===== config.mk =====
export PLATFORM = sky130hd
export DESIGN_NAME = fevt_irq_top
export DESIGN_NICKNAME = d
export VERILOG_FILES = /design/src/rtl/fevt_pkg.sv /design/src/rtl/fevt_latch.sv /design/src/rtl/fevt_raw_enc.sv /design/src/rtl/fevt_irq_top.sv
export SDC_FILE = /design/constraint.sdc
export NUM_CORES = 1
export LEC_CHECK = 0
export BUFFER_PORTS_ARGS = -buffer_cell sky130_fd_sc_hd__buf_2
export CAP_MARGIN = 20
export CORE_UTILIZATION = 42
export DETAILED_ROUTE_END_ITERATION = 16
export GPL_TIMING_DRIVEN = 0
export PLACE_DENSITY = 0.76
export SLEW_MARGIN = 20
export SYNTH_ARGS = -nofsm -noshare
export SYNTH_HDL_FRONTEND = slang
export SYNTH_SLANG_ARGS = --single-unit

===== constraint.sdc =====
create_clock -name clk -period 1.15 [get_ports clk]
set_clock_uncertainty 0.2 [all_clocks]
set_input_delay 0.115 -clock clk [delete_from_list [all_inputs] [get_ports clk]]
set_output_delay 0.115 -clock clk [all_outputs]
set_load 0.02 [all_outputs]

===== src/rtl/fevt_pkg.sv =====
package fevt_pkg;
    localparam int EVT_N  = 6;
    localparam int DATA_W = 8;
    localparam int ADDR_W = 2;
    localparam int CNT_W  = 3;

    typedef enum logic [ADDR_W-1:0] {
        SEL_STAT = 2'd0,
        SEL_MASK = 2'd1,
        SEL_RAW  = 2'd2,
        SEL_NONE = 2'd3
    } reg_sel_e;

    typedef struct packed {
        logic [EVT_N-1:0]  mask;
        logic [DATA_W-1:0] rdata;
    } top_regs_t;
endpackage


===== src/rtl/fevt_latch.sv =====
module fevt_latch #(
    parameter int EVT_N = 6
) (
    input  logic             clk,
    input  logic             rst_n,
    input  logic [EVT_N-1:0] evt_i,
    input  logic             clr_i,
    output logic [EVT_N-1:0] stat_o
);
    typedef struct packed {
        logic [EVT_N-1:0] stat;
    } latch_regs_t;

    latch_regs_t r_d, r_q;

    always_comb begin
        r_d = r_q;
        // A clear wipes old bits only; a coincident event survives
        r_d.stat = (clr_i ? '0 : r_q.stat) | evt_i;
    end

    always_ff @(posedge clk or negedge rst_n) begin
        if (!rst_n) r_q <= '0;
        else        r_q <= r_d;
    end

    assign stat_o = r_q.stat;

    AST_EVT_STICKS: assert property (@(posedge clk) disable iff (!rst_n)
        (evt_i != '0) |=> ((stat_o & $past(evt_i)) == $past(evt_i)));
    AST_CLEAR_ON_READ: assert property (@(posedge clk) disable iff (!rst_n)
        (clr_i && evt_i == '0) |=> (stat_o == '0));
    AST_HOLD_NO_READ: assert property (@(posedge clk) disable iff (!rst_n)
        (!clr_i) |=> ((stat_o & $past(stat_o)) == $past(stat_o)));
endmodule


===== src/rtl/fevt_raw_enc.sv =====
module fevt_raw_enc #(
    parameter int DATA_W = 8,
    parameter int CNT_W  = 3
) (
    input  logic              dev_rdy_i,
    input  logic              ctl_rdy_i,
    input  logic              ecc_rdy_i,
    input  logic              dec_fail_i,
    input  logic              err_det_i,
    input  logic [CNT_W-1:0]  corr_cnt_i,
    output logic [DATA_W-1:0] raw_o
);
    localparam int FLD_W = 2;

    logic             shown_err;
    logic [CNT_W-1:0] cnt_m1;
    logic [FLD_W-1:0] cnt_fld;

    always_comb begin
        shown_err = err_det_i && !dec_fail_i;
        cnt_m1    = corr_cnt_i - CNT_W'(1);
        cnt_fld   = shown_err ? cnt_m1[FLD_W-1:0] : '0;
        raw_o     = '0;
        raw_o[0]  = dev_rdy_i;
        raw_o[1]  = ctl_rdy_i;
        raw_o[2]  = ecc_rdy_i;
        raw_o[3]  = shown_err;
        raw_o[5:4] = cnt_fld;
        raw_o[6]  = dec_fail_i;
    end

    always_comb begin
        AST_FAIL_EXCLUDES_ERR: assert (!(raw_o[6] && raw_o[3]));
    end
endmodule


===== src/rtl/fevt_irq_top.sv =====
module fevt_irq_top
    import fevt_pkg::*;
#(
    parameter int NEVT = EVT_N,
    parameter int DW   = DATA_W,
    parameter int AW   = ADDR_W,
    parameter int CW   = CNT_W
) (
    input  logic          clk,
    input  logic          rst_n,
    input  logic [NEVT-1:0] evt_i,
    input  logic          dev_rdy_i,
    input  logic          ctl_rdy_i,
    input  logic          ecc_rdy_i,
    input  logic          dec_fail_i,
    input  logic          err_det_i,
    input  logic [CW-1:0] corr_cnt_i,
    input  logic          rd_en_i,
    input  logic          wr_en_i,
    input  logic [AW-1:0] addr_i,
    input  logic [DW-1:0] wr_data_i,
    output logic [DW-1:0] rd_data_o,
    output logic          irq_o
);
    localparam int PAD_W = DW - NEVT;

    logic [NEVT-1:0] stat;
    logic [DW-1:0]   raw;
    logic            rd_stat;
    logic [NEVT-1:0] mask_d, mask_q;
    logic [DW-1:0]   rdata_d, rdata_q;

    assign rd_stat = rd_en_i && (addr_i == SEL_STAT);

    fevt_latch #(.EVT_N(NEVT)) u_latch (
        .clk    (clk),
        .rst_n  (rst_n),
        .evt_i  (evt_i),
        .clr_i  (rd_stat),
        .stat_o (stat)
    );

    fevt_raw_enc #(.DATA_W(DW), .CNT_W(CW)) u_raw (
        .dev_rdy_i  (dev_rdy_i),
        .ctl_rdy_i  (ctl_rdy_i),
        .ecc_rdy_i  (ecc_rdy_i),
        .dec_fail_i (dec_fail_i),
        .err_det_i  (err_det_i),
        .corr_cnt_i (corr_cnt_i),
        .raw_o      (raw)
    );

    always_comb begin
        mask_d  = mask_q;
        rdata_d = rdata_q;
        if (wr_en_i && addr_i == SEL_MASK)
            mask_d = wr_data_i[NEVT-1:0];
        if (rd_en_i) begin
            case (addr_i)
                SEL_STAT: rdata_d = {{PAD_W{1'b0}}, stat};
                SEL_MASK: rdata_d = {{PAD_W{1'b0}}, mask_q};
                SEL_RAW:  rdata_d = raw;
                default:  rdata_d = '0;
            endcase
        end
    end

    always_ff @(posedge clk or negedge rst_n) begin
        if (!rst_n) begin
            mask_q  <= '0;
            rdata_q <= '0;
        end else begin
            mask_q  <= mask_d;
            rdata_q <= rdata_d;
        end
    end

    assign rd_data_o = rdata_q;
    assign irq_o     = |(stat & mask_q);

    AST_IRQ_PERSISTS: assert property (@(posedge clk) disable iff (!rst_n)
        (irq_o && !rd_stat && !(wr_en_i && addr_i == SEL_MASK)) |=> irq_o);
    AST_RAW_READ_QUIET: assert property (@(posedge clk) disable iff (!rst_n)
        (rd_en_i && addr_i == SEL_RAW && evt_i == '0) |=> $stable(stat));
    AST_MASK_WRITE_ONLY: assert property (@(posedge clk) disable iff (!rst_n)
        !(wr_en_i && addr_i == SEL_MASK) |=> $stable(mask_q));
endmodule


==> run_results.csv <==
group,metric,value,unit
power_and_ir_drop,intPower,1210,uW
timing,drv_slew,0,
power_and_ir_drop,clkPwrFrac,19.3,%
final_layout,drive_gt1_share,48.9,%
detailed_routing,viasPerCell,5.05,
grt,antenna_found_initial,0,
worst_setup_path,endpoint_kind,"primary output",
synthesis,dominantRegCellSynth,"dfrtp_1",
worst_setup_path,critPathRequiredTime,0.83,ns
worst_hold_path,hold_path.class,"primary input to register",
detailed_routing,drtPass1Iterations,4,
clock_tree,clock-sinks,19,
outcome,status,"complete, but fails checks",
synthesis,async_flop_share,100,%
timing,finalCritPeriodShare,131,%
die,dieArea,0.00248,sq mm
die,num_rows,16,
job,maxCapViolCount,0,
worst_setup_path,start_kind,"register",
outcome,violations,"negative setup slack",
synthesis,ys_seq_area_share,49.6,%
synthesis,synth_seq_cells,19,
worst_setup_path,critical-path-max-stage-delay,0.43,ns
place,port-buffer-count,31,
final_layout,multi_input_area,479,sq um
clock_tree,cts_tree,"yes",
final_layout,fin_cells,168,
power_and_ir_drop,power,1680,uW
final_layout,regArea,475,sq um
grt,grt_max_degree,20,
final_layout,n_fill_cell,166,
power_and_ir_drop,leakage,0.000718,uW
power_and_ir_drop,switchingPower,469,uW
detailed_routing,drt_wl_total,2310,um
grt,grt-ovfl-total,0,
worst_setup_path,cp.arrival,1.19,ns
synthesis,synth_edf_count,0,
die,start_util,46.5,%
worst_setup_path,path_max_fanout,3,
timing,timing.final.ws_setup,-0.355,ns
grt,grt_usage,20.3,%
final_layout,antenna_cells,0,
detailed_routing,drtAntennaViolNets,0,
die,coreArea,0.00206,sq mm
grt,grt_pass1_vias,826,
worst_setup_path,crit_slowest_cell,"dfrtp_1",
detailed_routing,drc,0,
place,finalWeightedCongestion,0.732,
clock_tree,clkTransAtPathRegs,0.10,ns
clock_tree,clk_latency,0.28,ns
synthesis,syn_nets,108,
detailed_routing,wl_per_cell,13.8,um
clock_tree,clockRootBuffer,"clkbuf_4",
synthesis,synth_cells,80,
timing,rsz0062_at_grt,"yes",
timing,fmaxAchievable,0.664,GHz
power_and_ir_drop,vdd_drop_max,914,uV
synthesis,synth.distinct_cells,30,
synthesis,syn-cell-area,958,sq um
power_and_ir_drop,pwr-share-seq,48.0,%
clock_tree,clk_path_buf_depth,2,
die,ios,37,
timing,hold_viol,0,
power_and_ir_drop,power_density,1120,mW/mm^2
grt,grt_pass1_wl,3680,um
timing,setup_viol_count_final,7,
clock_tree,h-tree-depth,1,
timing,fin_crit,1.51,ns
synthesis,yosys_warnings,0,
final_layout,syn_to_final_growth,56.5,%
detailed_routing,vias,848,
place,dp.cells,138,
worst_setup_path,worstPathCellList,"a22oi_1 > nand3_1 > buf_6",
die,die_width,49.8,um
final_layout,num-nets-final,170,
power_and_ir_drop,switching_share,27.9,%
detailed_routing,drtIter0Drc,19,
synthesis,syn_area_per_cell,12.0,sq um
power_and_ir_drop,power.share.combinational,32.6,%
clock_tree,cts_made_buffers,3,
die,dieHeight,49.8,um
worst_setup_path,path_class,"register to primary output",
registers in the layout (all words and copies together), names as in the netlist:
signal and flops:
u_latch.stat_o 6, rd_data_o 7, mask_q 6
cell type report:
cell class	instances	share of cell area (%)
tap	27	2.25
multi-input combinational	54	31.9
timing repair buffer	57	29.5
sequential	19	31.7
inverter	2	0.500
buffer	5	2.34
clock buffer	4	1.75
worst paths after layout:
kind	endpoint	slack (ns)	cells after the start	from
setup / recovery	irq_o	-0.36	3	u_latch.stat_o[4]$_DFF_PN0_
hold / removal	rd_data_o[2]$_DFFE_PN0P_	0.02	3	rd_en_i
setup reg to reg	rd_data_o[5]$_DFFE_PN0P_	-0.12	4	u_latch.stat_o[5]$_DFF_PN0_
hold reg to reg	u_latch.stat_o[2]$_DFF_PN0_	0.35	1	u_latch.stat_o[2]$_DFF_PN0_
max in group asynchronous	mask_q[4]$_DFFE_PN0P_	0.36	2	rst_n
min in group asynchronous	rd_data_o[5]$_DFFE_PN0P_	0.09	2	rst_n
metal layers:
layer / vias to the layer above / share of wire, % / track usage, %
met5: - / 0 / 0
met4: 0 / 0.91 / 5.71
met3: 2 / 4.8 / 4.94
met2: 33 / 50 / 36.3
met1: 403 / 44 / 24.0
li1: 410 / - / -
layout by cell type, fill, tap and decap left out:
master,instances
a21oi_2,1
xnor2_2,1
dfrtp_1,19
nor2b_1,1
a211oi_2,1
a2bb2oi_2,2
a221oi_2,1
mux2i_2,1
nand2_4,1
o21ai_0,1
a2bb2oi_1,2
clkbuf_4,4
nand4b_1,1
clkbuf_1,2
nand2_1,3
a22oi_1,2
nand3b_1,1
a31oi_2,1
a22oi_2,1
nand2b_4,1
nor2_1,7
conb_1,1
mux2_4,6
buf_4,11
nand3_1,1
and2b_4,1
dlygate4sd3_1,14
nor3b_1,1
buf_2,24
a21o_1,7
inv_1,2
mux2i_1,3
buf_6,11
and4bb_4,1
a21oi_1,4
worst max-delay path: cells and delay by family (launching register included):
family / cells / cell delay (ns)
flops: 1 / 0.43
compound gates: 1 / 0.19
buf+inv: 1 / 0.15
simple gates: 1 / 0.13
kinds of logic after synthesis:
kind of cell	after synthesis	synth area share [%]
AOI/OAI and AO/OA	23	18.1
muxes	10	13.6
buffers and inverters	7	4.44
DFF	19	49.6
and+or+nand+nor	19	12.1
xor gates and xnor gates	1	1.70
other	1	0.391
power by group through the flow:
stage / logic [uW] / clock network [uW] / registers (uW)
floorplan: 206 / 0 / 838
global placement: 348 / 0 / 815
detailed placement: 356 / 0 / 820
CTS: 502 / 336 / 803
global route: 584 / 362 / 817
finish: 548 / 325 / 807
Yosys cell counts, types with 2 or more instances:
library cell	n	share of area [%]
a22oi_1	3	2.3
a21oi_1	5	2.6
mux2i_1	4	4.2
nor2_1	7	2.7
nand2_1	3	1.2
inv_1	2	0.78
dfrtp_1	19	50
a21o_1	7	5.5
a2bb2oi_1	4	3.7
mux2_4	6	9.4
metrics by stage:
step           setup TNS (ns)  worst slack [ns]  util, %  cell area (sq um)  hold slack, ns
3_3_place_gp            -1.13           -0.0991     55.6               1150          -0.129
2_1_floorplan               0            0.0618        -                958          -0.381
6_report               -0.593            -0.355     72.8               1500          0.0218
3_5_place_dp            -1.35            -0.111     55.6               1150          -0.121
4_1_cts                -0.483            -0.298     69.4               1430         0.00401
5_1_grt                 -1.07            -0.373     72.8               1500          0.0368
timing repair:
| action | in CTS | in global routing |
|---|---|---|
| resized for setup | 15 | 10 |
| hold endpoints to repair | 32 | 0 |
| pin swaps | 6 | 4 |
| buffers inserted | 9 | 3 |
| hold buffers | 14 | 0 |
| endpoints found under the setup margin | 11 | 14 |
No activity file was read; power rests on OpenSTA's default activity.
